`src/rtl/mtr_pkg.sv`:
```
package mtr_pkg;

  // Bits needed to code k distinct output values, at least one.
  function automatic int unsigned code_width(input int unsigned k);
    int unsigned w;
    w = 1;
    while ((1 << w) < k) w++;
    return w;
  endfunction

  // Address width of a table indexed by state code and symbol.
  function automatic int unsigned table_addr_width(input int unsigned state_w,
                                                   input int unsigned sym_w);
    return state_w + sym_w;
  endfunction

  // Word width: next-state code plus one output code per symbol bit.
  function automatic int unsigned table_word_width(input int unsigned state_w,
                                                   input int unsigned sym_w,
                                                   input int unsigned out_w);
    return state_w + sym_w * out_w;
  endfunction

endpackage

```
`src/rtl/mtr_addr_join.sv`:
```
module mtr_addr_join #(
  parameter int unsigned STATE_W = 4,
  parameter int unsigned SYM_W   = 2,
  localparam int unsigned ADDR_W = STATE_W + SYM_W
) (
  input  logic [STATE_W-1:0] state_in,
  input  logic [SYM_W-1:0]   sym_in,
  output logic [ADDR_W-1:0]  addr_out
);

  // The present state occupies the high part and the symbol the low part.
  always_comb begin
    addr_out = '0;
    addr_out[ADDR_W-1 -: STATE_W] = state_in;
    addr_out[SYM_W-1:0]           = sym_in;
  end

endmodule

```
`src/rtl/mtr_table_ram.sv`:
```
module mtr_table_ram #(
  parameter int unsigned ADDR_W = 6,
  parameter int unsigned WORD_W = 6,
  localparam int unsigned DEPTH = 1 << ADDR_W
) (
  input  logic              clk,
  input  logic              rst_n,
  input  logic              wr_en,
  input  logic [ADDR_W-1:0] wr_addr,
  input  logic [WORD_W-1:0] wr_data,
  input  logic              rd_en,
  input  logic [ADDR_W-1:0] rd_addr,
  output logic [WORD_W-1:0] peek_word,
  output logic [WORD_W-1:0] rd_word
);

  logic [WORD_W-1:0] mem [DEPTH];

  // The word held at the read address before any write of this cycle.
  assign peek_word = mem[rd_addr];

  always_ff @(posedge clk) begin
    if (wr_en) mem[wr_addr] <= wr_data;
  end

  // The registered read samples the pre-write contents (read-first).
  always_ff @(posedge clk or negedge rst_n) begin
    if (!rst_n) begin
      rd_word <= '0;
    end else if (rd_en) begin
      rd_word <= mem[rd_addr];
    end
  end

endmodule

```
`src/rtl/mtr_epoch_stage.sv`:
```
module mtr_epoch_stage #(
  parameter int unsigned STATE_W = 4,
  parameter int unsigned SYM_W   = 2,
  parameter int unsigned OUT_W   = 1,
  localparam int unsigned LANES_W = SYM_W * OUT_W,
  localparam int unsigned WORD_W  = STATE_W + LANES_W
) (
  input  logic               clk,
  input  logic               rst_n,
  input  logic               fire,
  input  logic [WORD_W-1:0]  word,
  output logic [STATE_W-1:0] state_code,
  output logic [LANES_W-1:0] out_tuple,
  output logic               out_valid
);

  logic [OUT_W-1:0] lane_code [SYM_W];

  // The next-state field is the feedback path into the address.
  assign state_code = word[WORD_W-1 -: STATE_W];

  // Lane k carries the output of the bit that arrived (SYM_W-1-k) places
  // after the earliest bit of the epoch.
  for (genvar k = 0; k < SYM_W; k++) begin : g_lane
    assign lane_code[k] = word[k*OUT_W +: OUT_W];
    assign out_tuple[k*OUT_W +: OUT_W] = lane_code[k];
  end

  always_ff @(posedge clk or negedge rst_n) begin
    if (!rst_n) out_valid <= 1'b0;
    else        out_valid <= fire;
  end

endmodule

```
`src/rtl/mbit_table_recognizer.sv`:
```
module mbit_table_recognizer #(
  parameter int unsigned SYM_W    = 2,
  parameter int unsigned STATE_W  = 4,
  parameter int unsigned NUM_OUTS = 2,
  localparam int unsigned OUT_W   = mtr_pkg::code_width(NUM_OUTS),
  localparam int unsigned LANES_W = SYM_W * OUT_W,
  localparam int unsigned ADDR_W  = mtr_pkg::table_addr_width(STATE_W, SYM_W),
  localparam int unsigned WORD_W  = mtr_pkg::table_word_width(STATE_W, SYM_W, OUT_W)
) (
  input  logic               clk,
  input  logic               rst_n,
  input  logic               sym_valid,
  input  logic [SYM_W-1:0]   sym_data,
  input  logic               tbl_wr_en,
  input  logic [ADDR_W-1:0]  tbl_wr_addr,
  input  logic [WORD_W-1:0]  tbl_wr_data,
  output logic               out_valid,
  output logic [LANES_W-1:0] out_tuple,
  output logic [STATE_W-1:0] state_code
);

  // Named internal events, used by the bound checker.
  logic [ADDR_W-1:0] lookup_addr;
  logic [WORD_W-1:0] lookup_word;
  logic [WORD_W-1:0] held_word;
  logic              lookup_fire;

  assign lookup_fire = sym_valid;

  mtr_addr_join #(
    .STATE_W (STATE_W),
    .SYM_W   (SYM_W)
  ) u_join (
    .state_in (state_code),
    .sym_in   (sym_data),
    .addr_out (lookup_addr)
  );

  mtr_table_ram #(
    .ADDR_W (ADDR_W),
    .WORD_W (WORD_W)
  ) u_ram (
    .clk       (clk),
    .rst_n     (rst_n),
    .wr_en     (tbl_wr_en),
    .wr_addr   (tbl_wr_addr),
    .wr_data   (tbl_wr_data),
    .rd_en     (lookup_fire),
    .rd_addr   (lookup_addr),
    .peek_word (lookup_word),
    .rd_word   (held_word)
  );

  mtr_epoch_stage #(
    .STATE_W (STATE_W),
    .SYM_W   (SYM_W),
    .OUT_W   (OUT_W)
  ) u_stage (
    .clk        (clk),
    .rst_n      (rst_n),
    .fire       (lookup_fire),
    .word       (held_word),
    .state_code (state_code),
    .out_tuple  (out_tuple),
    .out_valid  (out_valid)
  );

endmodule

```
`config.mk`:
```
export PLATFORM = sky130hd
export DESIGN_NAME = mbit_table_recognizer
export DESIGN_NICKNAME = d
export VERILOG_FILES = /design/src/rtl/mtr_pkg.sv /design/src/rtl/mtr_addr_join.sv /design/src/rtl/mtr_table_ram.sv /design/src/rtl/mtr_epoch_stage.sv /design/src/rtl/mbit_table_recognizer.sv
export SDC_FILE = /design/constraint.sdc
export NUM_CORES = 1
export LEC_CHECK = 0
export ABC_AREA = 1
export BUFFER_PORTS_ARGS = -buffer_cell sky130_fd_sc_hd__buf_2
export CAP_MARGIN = 5
export CORE_AREA = 2 2 202 155
export DETAILED_ROUTE_END_ITERATION = 8
export DIE_AREA = 0 0 204 157
export GPL_TIMING_DRIVEN = 0
export PLACE_DENSITY = 0.7
export SLEW_MARGIN = 5
export SYNTH_ARGS = -nofsm -noshare
export SYNTH_HDL_FRONTEND = slang
export SYNTH_SLANG_ARGS = --single-unit
```
`constraint.sdc`:
```
create_clock -name clk -period 3.3 [get_ports clk]
set_clock_uncertainty 0.1 [all_clocks]
set_input_delay 0.495 -clock clk [delete_from_list [all_inputs] [get_ports clk]]
set_output_delay 0.495 -clock clk [all_outputs]
set_load 0.03 [all_outputs]
```
==> key figures <==
Synth
  – Synth unique cells: 17
  – Count leader, synth: nand2_1
  – Seq cells post-synth: 391
  – Number of enable-type register cells in the synthesized netlist: 384
  – FFs w/ async S/R, synth: 1.790%
  – Average cell area after synthesis: 11.23 um2
  – Yosys warning total: 0
  – Ys flop type: edfxtp_1
  – Mapped Area: 16280 um2
  – Most common library cells after synthesis: 462 x nand2_1, 384 x edfxtp_1, 311 x nand3_1
  – Seq/Total Area, Yosys: 71.89%
  – Top cells by area, synth: edfxtp_1 71%, nand2_1 11%, nand3_1 9.6%
  – Synthesized netlist cell count: 1450
  – Post-synthesis net count: 1468
  – Area share of the largest cell type after synthesis: 70.81%
  – Post-synth top area cell: edfxtp_1

Clock tree
  – Buffers inserted by post-CTS timing repair: 0
  – Clock Tree Root: clkbuf_16
  – Clock latency at the later pin of the worst-skew pair: 0.55 ns
  – Clock tree from TritonCTS: yes
  – Number of CTS-inserted buffers: 38
  – H-Tree Depth: 2
  – Cts-stage hold buffer count: 1
  – Clock sink count: 391
  – Bufs on Longest Clock Path: 3
  – Clock-pin slew on the worst setup and hold paths: 0.06 ns
  – Number of instances resized during post-cts repair: 0

Floorplan
  – Area of the die: 32030 um2
  – Number of rows in the core area: 55
  – Ports placed on the boundary: 25
  – Core area: 29870 um2
  – Effective utilization at floorplan: 54.52%
  – Die width: 204 um
  – Die height: 157 um

Timing
  – Tcrit/Tclk final: 85.24%
  – RSZ-0062 raised after global routing: no
  – Aggregate negative setup slack: 0 ns
  – Count of endpoints failing setup in the final report: 0
  – Post-layout worst setup margin: 0.4872 ns
  – Final min period: 2.813 ns
  – Worst-case headroom to the max-slew limit: 9.133%
  – Highest clock frequency the design can meet: 0.3555 GHz
  – Transition at the pin with the smallest max-transition slack: 1.363 ns
  – Final hold vios: 0
  – Max-slew violation count: 0

Pwr
  – Clock group share of total power: 36.2%
  – Sequential share of power: 46.2%
  – Total internal power: 8561 uW
  – Static leakage power: 0.006823 uW
  – Combinational cell fraction of total power: 17.5%
  – Overall power: 12150 uW
  – Proportion of total power due to net switching: 29.56%
  – Power density over cell area: 668.3 nW/um2
  – Maximum vdd ir drop: 555.6 uV
  – Switching component of the power: 3593 uW

Hold path
  – Number of stages on the worst hold path: 1
  – Worst Hold Launch: sym_valid
  – End point of the worst hold path: u_stage.out_valid$_DFF_PN0_
  – Hold WC Path Type: primary input to flip-flop

GRT
  – Total global routing track utilization: 34.29%
  – Global-route wire length before repair: 75790 um
  – Antenna violations before repair: 0
  – Pin count of the biggest net entering global routing: 65
  – Remaining global-route overflow: 0
  – Vias in the first global route: 11110

Drt
  – First DRT Iteration DRCs: 2271
  – Residual antenna-violating net count after detailed routing: 0
  – Post-DR vias/cell: 6.170
  – Number of search-and-repair iterations in the first detailed-routing pass: 6
  – Remaining design rule violation count: 0
  – Routed length per placed instance: 27.72 um
  – Total Wirelength: 53760 um
  – Number of vias after detailed routing: 11960

Critical path
  – Kind of capture point of the worst setup path: flip-flop
  – RR Endpoint: u_ram.rd_word[0]$_DFFE_PN0P_
  – Arrival time at the worst endpoint: 2.88 ns
  – CP required: 3.37 ns
  – R2R Setup Slk: 0.67 ns
  – Kind of launch point of the worst setup path: primary input
  – Max stage delay cell, worst path: nor2_1
  – Critical path class: primary input to flip-flop
  – Cell family contributing the most delay on the critical path: simple AND/OR/NAND/NOR gates
  – Worst reg2reg path startpoint: u_ram.rd_word[2]$_DFFE_PN0P_
  – Number of cell instances on the worst register-to-register path: 9
  – Worst-path cell chain: clkbuf_1 > inv_1 > nand4_1 > nor2_1
  – Max FO, Critical Path: 9
  – Largest incremental delay on the critical path: 0.98 ns
  – Crit path buffers/inverters: 2

Layout
  – Synthesis-to-finish area growth: 11.69%
  – # fillers: 2376
  – Final standard cell utilization of the core: 60.90%
  – Count of placed standard cells in the final layout, fillers left out: 1939
  – Number of inserted diodes: 0
  – Final #Nets: 1531
  – Layout cells sized above 1: 9.675%

Place
  – Routability congestion estimate from global placement: 1.020
  – Sum of net half-perimeters after detailed placement: 33840 um
  – IO buf count: 19
  – Pre-CTS setup slack: 0.1979 ns
  – Number of instances in the placed design: 1871

Outcome
  – Status: complete, no violations

Job
  – Max-cap viol count: 0
## stage by stage
step | hold slack (ns) | instance area (um2)
global placement | 0.2652 | 16880
CTS | 0.05250 | 18190
floorplan | 0.09941 | 16280
detailed placement | 0.2667 | 16950
global route | 0.05294 | 18190
finish | 0.05924 | 18190
## power groups by stage
stage | registers, uW | clock network, uW | logic (uW)
after floorplan | 5740 | 0 | 1020
after global placement | 5720 | 0 | 1990
after detailed placement | 5720 | 0 | 2010
after CTS | 5610 | 4390 | 2020
after global routing | 5610 | 4600 | 2200
final | 5620 | 4410 | 2130
## routing by layer
metal / up-vias / GRT usage (%) / wire, um
li1: 5136 / - / -
met1: 5705 / 49.59 / 20840
met2: 959 / 49.45 / 22490
met3: 164 / 10.39 / 8178
met4: 0 / 12.22 / 2242
met5: - / 0 / 0
## area by class of cell
cell class | instances | area [um2] | share of cell area (%)
buffer | 84 | 427.9 | 2.353
multi-input combinational | 892 | 3886 | 21.37
clock buffer | 46 | 1002 | 5.510
clock inverter | 21 | 224.0 | 1.231
timing repair buffer | 23 | 127.6 | 0.7017
sequential | 391 | 11710 | 64.36
inverter | 83 | 314.1 | 1.727
tap | 399 | 499.2 | 2.745
## worst register-to-register path, cell delays in order (launching register included)
cell and delay [ns]:
dfrtp_1 0.43, clkbuf_1 0.16, inv_1 0.11, clkbuf_1 0.85, nand3_1 0.33, nand2_1 0.16
nand2_1 0.06, nand3_1 0.15, nand3_1 0.12, nand3_1 0.09
## layout by cell type, fill, tap and decap left out, types with 5 or more instances in the layout
master,Yosys,layout
clkbuf_1,19,26
clkinv_1,0,10
o211ai_1,8,8
nor2_1,77,77
nand3_1,311,311
nand2_1,462,462
edfxtp_1,384,384
inv_1,82,82
nand4_1,9,9
bufinv_16,0,5
clkbuf_16,0,39
nor4_2,0,8
o21ai_0,13,13
dfrtp_1,7,7
buf_4,8,11
buf_2,54,73
## how the worst max path moves through the flow
stage                                            end  cells past startpoint            from  slack [ns]
final                     u_ram.mem[10][1]$_DFFE_PP_                      4  tbl_wr_addr[0]        0.49
after global routing      u_ram.mem[10][1]$_DFFE_PP_                      4  tbl_wr_addr[2]        0.55
after CTS                 u_ram.mem[10][3]$_DFFE_PP_                      4  tbl_wr_addr[2]        0.77
after detailed placement  u_ram.mem[10][2]$_DFFE_PP_                      4  tbl_wr_addr[0]        0.20
after global placement    u_ram.mem[54][1]$_DFFE_PP_                      3       tbl_wr_en        0.18
after floorplan           u_ram.mem[48][0]$_DFFE_PP_                      3       tbl_wr_en        1.14
## registers in the layout (all words and copies together), names as in the netlist
signal / flops
u_ram.mem: 384
u_ram.rd_word: 6
u_stage.out_valid: 1
## cells by family after synthesis
family	share of synthesized area, %
compound gates	0.7683
buf+inv	4.556
flops	71.89
simple gates	22.79
Power figures use the tool's default switching activity.
